===== config.mk =====
export PLATFORM = sky130hd
export DESIGN_NAME = jes_elastic_store
export DESIGN_NICKNAME = d
export VERILOG_FILES = /design/src/rtl/jes_pkg.sv /design/src/rtl/jes_ring.sv /design/src/rtl/jes_just_dec.sv /design/src/rtl/jes_ovf_evt.sv /design/src/rtl/jes_elastic_store.sv
export SDC_FILE = /design/constraint.sdc
export NUM_CORES = 1
export LEC_CHECK = 0
export BUFFER_PORTS_ARGS = -buffer_cell sky130_fd_sc_hd__buf_2
export CORE_ASPECT_RATIO = 1.75
export CORE_UTILIZATION = 55
export DETAILED_ROUTE_END_ITERATION = 8
export PLACE_DENSITY = 0.71
export SLEW_MARGIN = 40
export SYNTH_ARGS = -nofsm -noshare
export SYNTH_HDL_FRONTEND = slang
export SYNTH_SLANG_ARGS = --single-unit

===== constraint.sdc =====
create_clock -name clk -period 3.72 [get_ports clk]
set_input_delay 0.558 -clock clk [delete_from_list [all_inputs] [get_ports clk]]
set_output_delay 0.558 -clock clk [all_outputs]
set_load 0.02 [all_outputs]

===== src/rtl/jes_pkg.sv =====
// Shared types of the elastic store: operating modes and stuffing decisions.
// Assumes nothing beyond a 2-bit mode code and a 2-bit decision code.
package jes_pkg;

    typedef enum logic [1:0] {
        MODE_ASYNC    = 2'b00,
        MODE_BITSYNC  = 2'b01,
        MODE_BYTESYNC = 2'b10,
        MODE_SPARE    = 2'b11
    } jes_mode_e;

    typedef enum logic [1:0] {
        JUST_NONE = 2'b00,
        JUST_POS  = 2'b01,
        JUST_NEG  = 2'b10
    } jes_just_e;

endpackage


===== src/rtl/jes_ring.sv =====
// Ring buffer with a fill counter and a recentre (flush) input.
// Assumes DEPTH is a power of two. A write when full and a read when empty
// are refused. An empty read returns zero. Flush takes priority over both
// strobes and places the read pointer half a ring behind the write pointer.
module jes_ring #(
    parameter int DATA_W = 8,
    parameter int DEPTH  = 128,
    localparam int AW    = $clog2(DEPTH),
    localparam int CW    = AW + 1
) (
    input  logic              clk,
    input  logic              rst_n,
    input  logic              flush_i,
    input  logic              wr_en_i,
    input  logic [DATA_W-1:0] wr_data_i,
    input  logic              rd_en_i,
    output logic [DATA_W-1:0] rd_data_o,
    output logic [CW-1:0]     unused_o,
    output logic              ovf_o
);
    localparam int HALF = DEPTH / 2;

    logic [DATA_W-1:0] mem [DEPTH];
    logic [AW-1:0]     wptr_q, rptr_q;
    logic [CW-1:0]     fill_q;
    logic              full_w, empty_w, wr_ok_w, rd_ok_w;

    // Qualify the strobes against occupancy and flush.
    always_comb begin
        full_w  = (fill_q == CW'(DEPTH));
        empty_w = (fill_q == '0);
        wr_ok_w = wr_en_i && !full_w && !flush_i;
        rd_ok_w = rd_en_i && !empty_w && !flush_i;
        ovf_o   = wr_en_i && full_w && !flush_i;
    end

    // Storage array write; contents are not reset.
    always_ff @(posedge clk) begin
        if (wr_ok_w) mem[wptr_q] <= wr_data_i;
    end

    // Pointer and fill bookkeeping, including recentre.
    always_ff @(posedge clk) begin
        if (!rst_n) begin
            wptr_q <= '0;
            rptr_q <= '0;
            fill_q <= '0;
        end else if (flush_i) begin
            wptr_q <= rptr_q + AW'(HALF);
            fill_q <= CW'(HALF);
        end else begin
            if (wr_ok_w) wptr_q <= wptr_q + 1'b1;
            if (rd_ok_w) rptr_q <= rptr_q + 1'b1;
            fill_q <= fill_q + CW'(wr_ok_w) - CW'(rd_ok_w);
        end
    end

    // Registered read port; an empty read yields zero.
    always_ff @(posedge clk) begin
        if (!rst_n) begin
            rd_data_o <= '0;
        end else if (rd_en_i && !flush_i) begin
            rd_data_o <= empty_w ? '0 : mem[rptr_q];
        end
    end

    assign unused_o = CW'(DEPTH) - fill_q;

endmodule


===== src/rtl/jes_just_dec.sv =====
// Threshold registers and the per-opportunity stuffing decision.
// Assumes the occupancy count is at least as wide as the thresholds. The
// decision is registered at each opportunity strobe and held until the next
// one. It is forced to none outside asynchronous mode and on recentre.
module jes_just_dec
    import jes_pkg::*;
#(
    parameter int              THR_W  = 7,
    parameter int              CW     = 8,
    parameter logic [THR_W-1:0] HI_RST = 7'h28,
    parameter logic [THR_W-1:0] LO_RST = 7'h27
) (
    input  logic             clk,
    input  logic             rst_n,
    input  logic             flush_i,
    input  logic             async_i,
    input  logic             opp_i,
    input  logic [CW-1:0]    unused_i,
    input  logic             thr_ld_i,
    input  logic [THR_W-1:0] thr_hi_i,
    input  logic [THR_W-1:0] thr_lo_i,
    output jes_just_e        just_o
);
    logic [THR_W-1:0] hi_q, lo_q;
    jes_just_e        cand_w;

    // Threshold registers, loaded together by a pulse.
    always_ff @(posedge clk) begin
        if (!rst_n) begin
            hi_q <= HI_RST;
            lo_q <= LO_RST;
        end else if (thr_ld_i) begin
            hi_q <= thr_hi_i;
            lo_q <= thr_lo_i;
        end
    end

    // Candidate decision from the current occupancy; positive has priority.
    always_comb begin
        cand_w = JUST_NONE;
        if (async_i) begin
            if (unused_i > CW'(hi_q))      cand_w = JUST_POS;
            else if (unused_i < CW'(lo_q)) cand_w = JUST_NEG;
        end
    end

    // Hold register for the decision.
    always_ff @(posedge clk) begin
        if (!rst_n)       just_o <= JUST_NONE;
        else if (flush_i) just_o <= JUST_NONE;
        else if (opp_i)   just_o <= cand_w;
    end

endmodule


===== src/rtl/jes_ovf_evt.sv =====
// Sticky overflow event with clear pulse and interrupt mask.
// Assumes a new overflow wins over a clear in the same cycle.
module jes_ovf_evt (
    input  logic clk,
    input  logic rst_n,
    input  logic ovf_i,
    input  logic clr_i,
    input  logic mask_i,
    output logic evt_o,
    output logic irq_o
);
    // Sticky event register.
    always_ff @(posedge clk) begin
        if (!rst_n) evt_o <= 1'b0;
        else        evt_o <= ovf_i || (evt_o && !clr_i);
    end

    // Masked interrupt request.
    assign irq_o = evt_o && !mask_i;

endmodule


===== src/rtl/jes_elastic_store.sv =====
// Top of the per-channel justification elastic store. Detects the recentre
// events (loopback select rising, any mode change) and wires the ring, the
// decision logic and the overflow event together. Assumes one clock domain.
module jes_elastic_store
    import jes_pkg::*;
#(
    parameter int DATA_W = 8,
    parameter int DEPTH  = 128,
    parameter int THR_W  = 7,
    localparam int CW    = $clog2(DEPTH) + 1
) (
    input  logic              clk,
    input  logic              rst_n,
    input  logic [1:0]        mode_i,
    input  logic              loop_sel_i,
    input  logic              wr_en_i,
    input  logic [DATA_W-1:0] wr_data_i,
    input  logic              rd_en_i,
    output logic [DATA_W-1:0] rd_data_o,
    output logic [CW-1:0]     unused_o,
    input  logic              opp_i,
    input  logic              thr_ld_i,
    input  logic [THR_W-1:0]  thr_hi_i,
    input  logic [THR_W-1:0]  thr_lo_i,
    output logic [1:0]        just_o,
    input  logic              evt_clr_i,
    input  logic              int_mask_i,
    output logic              evt_o,
    output logic              irq_o
);
    logic [1:0] mode_q;
    logic       loop_q;
    logic       flush_w;
    logic       ovf_w;
    jes_just_e  just_w;

    // Previous mode and loopback select, for change detection.
    always_ff @(posedge clk) begin
        if (!rst_n) begin
            mode_q <= MODE_ASYNC;
            loop_q <= 1'b0;
        end else begin
            mode_q <= mode_i;
            loop_q <= loop_sel_i;
        end
    end

    // Recentre request.
    assign flush_w = (mode_i != mode_q) || (loop_sel_i && !loop_q);

    jes_ring #(.DATA_W(DATA_W), .DEPTH(DEPTH)) i_ring (
        .clk       (clk),
        .rst_n     (rst_n),
        .flush_i   (flush_w),
        .wr_en_i   (wr_en_i),
        .wr_data_i (wr_data_i),
        .rd_en_i   (rd_en_i),
        .rd_data_o (rd_data_o),
        .unused_o  (unused_o),
        .ovf_o     (ovf_w)
    );

    jes_just_dec #(.THR_W(THR_W), .CW(CW)) i_dec (
        .clk      (clk),
        .rst_n    (rst_n),
        .flush_i  (flush_w),
        .async_i  (mode_i == MODE_ASYNC),
        .opp_i    (opp_i),
        .unused_i (unused_o),
        .thr_ld_i (thr_ld_i),
        .thr_hi_i (thr_hi_i),
        .thr_lo_i (thr_lo_i),
        .just_o   (just_w)
    );

    assign just_o = just_w;

    jes_ovf_evt i_evt (
        .clk    (clk),
        .rst_n  (rst_n),
        .ovf_i  (ovf_w),
        .clr_i  (evt_clr_i),
        .mask_i (int_mask_i),
        .evt_o  (evt_o),
        .irq_o  (irq_o)
    );

endmodule


==> impl_metrics.env, run 1 <==
export IMPL_final_cell_mix="edfxtp_1 (1024), nor2_1 (175), buf_4 (169)"
export IMPL_syn_nets=2355
export IMPL_antenna_found_initial=0
export IMPL_crit_buf_inv=2
export IMPL_gp_congestion=0.9488
export IMPL_die_h_um=370.3
export IMPL_nets=2551
export IMPL_cp_end_kind="flip-flop"
export IMPL_syn2layout_area_growth_pct=12.74
export IMPL_grt_pass1_wl_um=148000
export IMPL_critPathTopFamily="adder cells"
export IMPL_tightest_slew_ps=831.7
export IMPL_grt_pass1_vias=23130
export IMPL_relSlewSlack_pct=44.55
export IMPL_firstDrtPassIters=5
export IMPL_drive_above_1_share_pct=24.65
export IMPL_ff2ff_path_depth=15
export IMPL_finalSetupTns_ps=0
export IMPL_portBuffers=52
export IMPL_grt_usage_pct=26.20
export IMPL_syn_inst=2290
export IMPL_clkSlewWorstSetupHoldPaths_ps=60
export IMPL_status="completed"
export IMPL_multi_input_area_sq_um=10040
export IMPL_r2r_start="i_ring.fill_q[1]"
export IMPL_io_pins=53
export IMPL_cts_buffers=90
export IMPL_min_period_ps=3272
export IMPL_powerDensity_nw_per_um2=488.4
export IMPL_setup_viol=0
export IMPL_via_per_inst=6.169
export IMPL_fill_cells=5296
export IMPL_critPathSlowestCell="fa_1"
export IMPL_dpl_hpwl_um=65590
export IMPL_drt_wirelength_per_cell_um=27.78
export IMPL_die_x_um=212.5
export IMPL_finClkSkew_ps=22.96
export IMPL_cts_tree="done"
export IMPL_cts_resized=0
export IMPL_fp_coreArea_sq_um=76450
export IMPL_grt_max_degree=89
export IMPL_drc=0
export IMPL_root_buffer="clkbuf_16"
export IMPL_reg2reg_to="i_ring.fill_q[6]"
export IMPL_fin_crit_sh_pct=87.97
export IMPL_ys_seq_elements=1081
export IMPL_clock_latency_ps=670
export IMPL_worst_ep_required_time_ps=4310
export IMPL_pre_cts_ws_ps=497.3
export IMPL_holdPathEnd="i_dec.lo_q[5]"
export IMPL_layout_setup_ws_ps=447.6
export IMPL_synthDistinctLibCells=55
export IMPL_async_flop_share_pct=0
export IMPL_synth_ff_type="edfxtp_1"
export IMPL_max_freq_mhz=305.6
export IMPL_cts_buffer_depth=3
export IMPL_ys_warn_count=0
export IMPL_synth_edf_count=1024
export IMPL_arrival_ps=3860
export IMPL_syn_area_sq_um=42640
export IMPL_hold_violations=0
export IMPL_cts_sinks=1081
export IMPL_reg2reg_slack_ps=450
export IMPL_synth_seq_area_share_pct=74.79
export IMPL_dr_first_iter_drc_count=1825
export IMPL_postCtsHoldBufs=0
export IMPL_diodes=0
export IMPL_num_vias=22108
export IMPL_criticalPathCategory="flip-flop to flip-flop"
export IMPL_grt_ovfl_total=0
export IMPL_irDropWorstVdd_mv=0.3464
export IMPL_fp_dieArea_sq_um=78690
export IMPL_cp_common_cell="ha_1"
export IMPL_p_leak_nw=15.08
export IMPL_hold_path_class="input port to flip-flop"
export IMPL_drt_wl_total_um=99550
export IMPL_rsz0062_at_grt="false"
export IMPL_final_common_cell="edfxtp_1"
export IMPL_post_cts_setup_buffers=0
export IMPL_initial_utilization_pct=55.78
export IMPL_slew_violations=0
export IMPL_ant_nets=0
export IMPL_max_cap_violations=0
export IMPL_seq_area_sq_um=31900
export IMPL_hp_start="thr_lo_i[5]"
export IMPL_htreeDepth=3
export IMPL_slowest_delay_ps=410
export IMPL_syn_mean_instance_area_sq_um=18.62
export IMPL_row_count=134
export IMPL_whs_path_depth=3
export IMPL_crit_chain="inv_1, ha_1, nand2_1, o21ai_0, nor2_1, ha_1, inv_1, ha_1, fa_1, nor2b_1, o21a_1, o21bai_1, a21oi_1, or3_1, a31oi_1"
export IMPL_crit_fanout=4
export IMPL_critPathLaunchType="flip-flop"
-- final cells by class --
type | count | area share (%)
clock inverter | 55 | 0.9213
clock buffer | 115 | 5.231
timing repair buffer | 228 | 3.703
inverter | 32 | 0.2498
tap | 1020 | 2.655
multi-input combinational | 1053 | 20.89
sequential | 1081 | 66.35
-- power by group --
group | total [mW] | internal, mW | switching, mW | leakage, nW
sequential | 13.3 | 13.3 | 0.0304 | 9.67
clock | 9.46 | 5.28 | 4.18 | 1.45
combinational | 0.673 | 0.221 | 0.452 | 3.96
total | 23.5 | 18.8 | 4.66 | 15.1
-- Yosys cell counts, drive strengths merged, types with 2 or more instances --
| library cell | n | area, sq um |
|---|---|---|
| o21a | 4 | 30.03 |
| mux2i | 121 | 1211 |
| clkbuf | 55 | 206.5 |
| a31o | 8 | 70.07 |
| a21boi | 2 | 15.01 |
| a31oi | 2 | 12.51 |
| a21oi | 23 | 115.1 |
| buf | 69 | 396.6 |
| o21ai | 30 | 150.1 |
| nand3 | 15 | 75.07 |
| o21bai | 2 | 15.01 |
| inv | 31 | 116.4 |
| o2111ai | 5 | 43.79 |
| dfxtp | 57 | 1141 |
| nand2b | 8 | 50.05 |
| and2 | 7 | 43.80 |
| nor2 | 177 | 664.4 |
| and3 | 8 | 50.05 |
| a221oi | 20 | 206.5 |
| a311oi | 2 | 17.52 |
| or3 | 7 | 43.79 |
| nor3 | 18 | 90.09 |
| nor4 | 11 | 75.07 |
| nor2b | 18 | 112.6 |
| xor2 | 8 | 70.07 |
| edfxtp | 1024 | 30750 |
| o221ai | 8 | 70.07 |
| o22ai | 64 | 400.4 |
| ha | 31 | 387.9 |
| nand4 | 11 | 68.82 |
| o211ai | 22 | 165.2 |
| nand2 | 63 | 236.5 |
| a211oi | 27 | 202.7 |
| nand3b | 3 | 22.52 |
| a22oi | 16 | 120.1 |
| mux4 | 160 | 3611 |
| a22o | 36 | 315.3 |
| mux2 | 96 | 1081 |
| xnor2 | 13 | 113.9 |
-- worst min-delay path, cell delays in order --
cell,delay [ps]
buf_2,80
nand2_1,40
o211ai_1,70
-- worst max path at each step --
stage	startpoint	to	slack (ps)	depth (start not counted)
after floorplan	i_ring.fill_q[1]	i_ring.fill_q[6]	430	15
after global placement	i_ring.fill_q[1]	i_ring.fill_q[6]	470	15
after detailed placement	i_ring.fill_q[1]	i_ring.fill_q[6]	500	15
after CTS	i_ring.fill_q[1]	i_ring.fill_q[6]	470	15
after global routing	i_ring.fill_q[1]	i_ring.fill_q[6]	210	15
final	i_ring.fill_q[1]	i_ring.fill_q[6]	450	15
-- state kept, by name (all words and copies together) (netlist names), named ones only --
register,count
i_ring.rptr_q,7
mode_q,2
i_evt.evt_o,1
i_ring.fill_q,8
i_ring.mem,1024
loop_q,1
i_ring.rd_data_o,8
i_ring.wptr_q,7
i_dec.lo_q,7
i_dec.just_o,2
i_dec.hi_q,7
-- through the flow --
step	hold WS (ps)	instances	utilization, %	area [sq um]	power, mW
floorplan	436.1	2290	-	42640	13.91
global placement	465.8	3412	58.95	45070	14.26
global route	121.5	3584	62.88	48080	24.06
finish	126.3	3584	62.88	48080	23.48
detailed placement	479.7	3414	59.01	45120	14.29
CTS	83.78	3584	62.88	48070	23.60
-- layer usage --
metal  routed length, um  share of wire (%)  track usage (%)  vias up
met5                   0                  0                0        -
met4                5113                5.1            13.27        0
met3                5598                5.6            3.399      218
met2               54090                 54            47.34      893
met1               34740                 35            30.33    11375
li1                    -                  -                -     9622
-- cell families (layout without fill, tap and decap cells) --
kind of cell	count (synthesis)	in the layout	share of synthesized area (%)
AO/OA/AOI/OAI	272	272	4.595
XOR/XNOR	21	21	0.4313
adder cells (fa/ha/maj)	32	32	0.9565
buffers and inverters	156	430	1.696
flip-flops	1081	1081	74.79
multiplexers	377	377	13.84
AND/OR/NAND/NOR	351	351	3.691
Power figures use the tool's default switching activity.
==> run 2, diff against run 1 <==
--- a/config.mk
+++ b/config.mk
@@ -9,6 +9,7 @@
 export CORE_ASPECT_RATIO = 1.75
 export CORE_UTILIZATION = 55
 export DETAILED_ROUTE_END_ITERATION = 8
+export MAX_ROUTING_LAYER = met4
 export PLACE_DENSITY = 0.71
 export SLEW_MARGIN = 40
 export SYNTH_ARGS = -nofsm -noshare
==> run 2 against run 1 <==
  * Utilization decreased by 0.15 points
  * Critical path type unchanged
  * Register-to-register slack better by 30 ps
  * Fmax rose by 0.94%
==> impl_metrics.env, run 2 (synthesis results as in run 1) <==
export IMPL_largest_reg_flops=1024
export IMPL_clkSlewWorstSetupHoldPaths_ps=70
export IMPL_grt_pass1_vias=22737
export IMPL_die_x_um=212.5
export IMPL_cp_common_cell="ha_1"
export IMPL_postCtsHoldBufs=0
export IMPL_nets=2541
export IMPL_crit_buf_inv=2
export IMPL_setup_viol=0
export IMPL_ff2ff_path_depth=15
export IMPL_holdPathEnd="i_dec.lo_q[1]"
export IMPL_status="completed"
export IMPL_htreeDepth=3
export IMPL_reg2reg_slack_ps=480
export IMPL_cts_sinks=1081
export IMPL_p_clk_share_pct=40.0
export IMPL_cts_resized=0
export IMPL_max_freq_mhz=308.4
export IMPL_root_buffer="clkbuf_16"
export IMPL_syn2layout_area_growth_pct=12.48
export IMPL_irDropWorstVdd_mv=0.3706
export IMPL_p_leak_nw=14.99
export IMPL_via_per_inst=6.180
export IMPL_max_flop_register="i_ring.mem"
export IMPL_row_count=134
export IMPL_powerDensity_nw_per_um2=487.3
export IMPL_cts_buffer_depth=3
export IMPL_drive_above_1_share_pct=24.64
export IMPL_min_period_ps=3242
export IMPL_reg2reg_to="i_ring.fill_q[6]"
export IMPL_cp_end_kind="flip-flop"
export IMPL_seq_power_share_pct=57.1
export IMPL_intPower_mw=18.67
export IMPL_max_cap_violations=0
export IMPL_post_cts_setup_buffers=0
export IMPL_crit_fanout=4
export IMPL_diodes=0
export IMPL_initial_utilization_pct=55.78
export IMPL_drt_wirelength_per_cell_um=27.79
export IMPL_grt_pass1_wl_um=146000
export IMPL_die_h_um=370.3
export IMPL_cts_tree="done"
export IMPL_grt_ovfl_total=0
export IMPL_antenna_found_initial=0
export IMPL_grt_max_degree=129
export IMPL_relSlewSlack_pct=43.94
export IMPL_drc=0
export IMPL_cts_buffers=88
export IMPL_final_common_cell="edfxtp_1"
export IMPL_fp_dieArea_sq_um=78690
export IMPL_dr_first_iter_drc_count=2192
export IMPL_switching_power_mw=4.696
export IMPL_top_regs="i_ring.mem: 1024 flops, i_ring.fill_q: 8 flops, i_ring.rd_data_o: 8 flops"
export IMPL_hold_path_class="input port to flip-flop"
export IMPL_critPathTopFamily="adder cells"
export IMPL_final_cell_mix="edfxtp_1 (1024), nor2_1 (175), buf_4 (159)"
export IMPL_num_vias=22055
export IMPL_drt_wl_total_um=99170
export IMPL_arrival_ps=3840
export IMPL_portBuffers=52
export IMPL_ant_nets=0
export IMPL_r2r_start="i_ring.fill_q[1]"
export IMPL_finalSetupTns_ps=0
export IMPL_hp_start="thr_lo_i[1]"
export IMPL_tightest_slew_ps=839.2
export IMPL_finalNonFillerCells=3569
export IMPL_critPathLaunchType="flip-flop"
export IMPL_finClkSkew_ps=38.63
export IMPL_whs_path_depth=3
export IMPL_criticalPathCategory="flip-flop to flip-flop"
export IMPL_io_pins=53
export IMPL_hold_violations=0
export IMPL_slowest_delay_ps=410
export IMPL_rsz0062_at_grt="false"
export IMPL_power_frac_comb_pct=2.9
export IMPL_fp_coreArea_sq_um=76450
export IMPL_swShare_pct=20.09
export IMPL_gp_congestion=0.9146
export IMPL_dp_cells=3406
export IMPL_crit_chain="inv_1, ha_1, nand2_1, o21ai_0, nor2_1, ha_1, inv_1, ha_1, fa_1, nor2b_1, o21a_1, o21bai_1, a21oi_1, or3_1, a31oi_1"
export IMPL_slew_violations=0
export IMPL_worst_ep_required_time_ps=4310
export IMPL_fin_crit_sh_pct=87.15
export IMPL_firstDrtPassIters=7
export IMPL_clock_latency_ps=680
export IMPL_critPathSlowestCell="fa_1"
export IMPL_grt_usage_pct=26.69
export IMPL_dpl_hpwl_um=63840
-- run 2: cell types whose count changed in the layout (fill, tap and decap cells not counted), sizes merged --
cell	previous run	this run
clkbuf	115	102
buf	228	220
clkinvlp	4	10
clkinv	44	39
inv	32	35
bufinv	7	9
-- run 2: tightest hold or removal path: cells and delay by family --
family / cells / cell delay (ps)
simple gates: 1 / 40
compound gates: 1 / 60
buf+inv: 1 / 80
-- run 2: power groups by stage --
stage | Clock (mW) | Combinational [mW] | Sequential [mW]
6_report | 9.36 | 0.667 | 13.3
5_1_grt | 9.93 | 0.715 | 13.3
3_5_place_dp | 0 | 0.668 | 13.6
4_1_cts | 9.48 | 0.670 | 13.3
2_1_floorplan | 0 | 0.314 | 13.6
3_3_place_gp | 0 | 0.646 | 13.6
-- run 2: layer usage --
metal / wire, um / GRT usage, %
met1: 35380 / 30.37
met2: 53210 / 46.39
met3: 5485 / 3.645
met4: 5090 / 12.55
met5: 0 / -
-- run 2: how the worst max path moves through the flow --
stage	start	endpoint	cells past startpoint
floorplan	i_ring.fill_q[1]	i_ring.fill_q[6]	15
global placement	i_ring.fill_q[1]	i_ring.fill_q[6]	15
detailed placement	i_ring.fill_q[1]	i_ring.fill_q[6]	15
CTS	i_ring.fill_q[1]	i_ring.fill_q[6]	15
global route	i_ring.fill_q[1]	i_ring.fill_q[6]	15
finish	i_ring.fill_q[1]	i_ring.fill_q[6]	15
-- run 2: metrics by stage --
stage          hold slack, ps  total power [mW]  instance area [sq um]  util (%)  worst slack, ps
4_1_cts                 78.60             23.49                  47950     62.72            466.3
2_1_floorplan           436.1             13.91                  42640         -            431.0
5_1_grt                 110.1             23.98                  47960     62.73            189.8
3_3_place_gp            466.0             14.25                  45060     58.94            461.3
3_5_place_dp            483.9             14.28                  45060     58.94            484.4
6_report                117.7             23.37                  47960     62.73            477.9
-- run 2: area by class of cell --
class / count / area [sq um]
Clock buffer: 102 / 2328
Clock inverter: 61 / 559.3
Fill cell: 5290 / 28490
Inverter: 32 / 120.1
Multi-Input combinational cell: 1053 / 10040
Sequential cell: 1081 / 31900
Tap cell: 1020 / 1276
Timing Repair Buffer: 220 / 1737
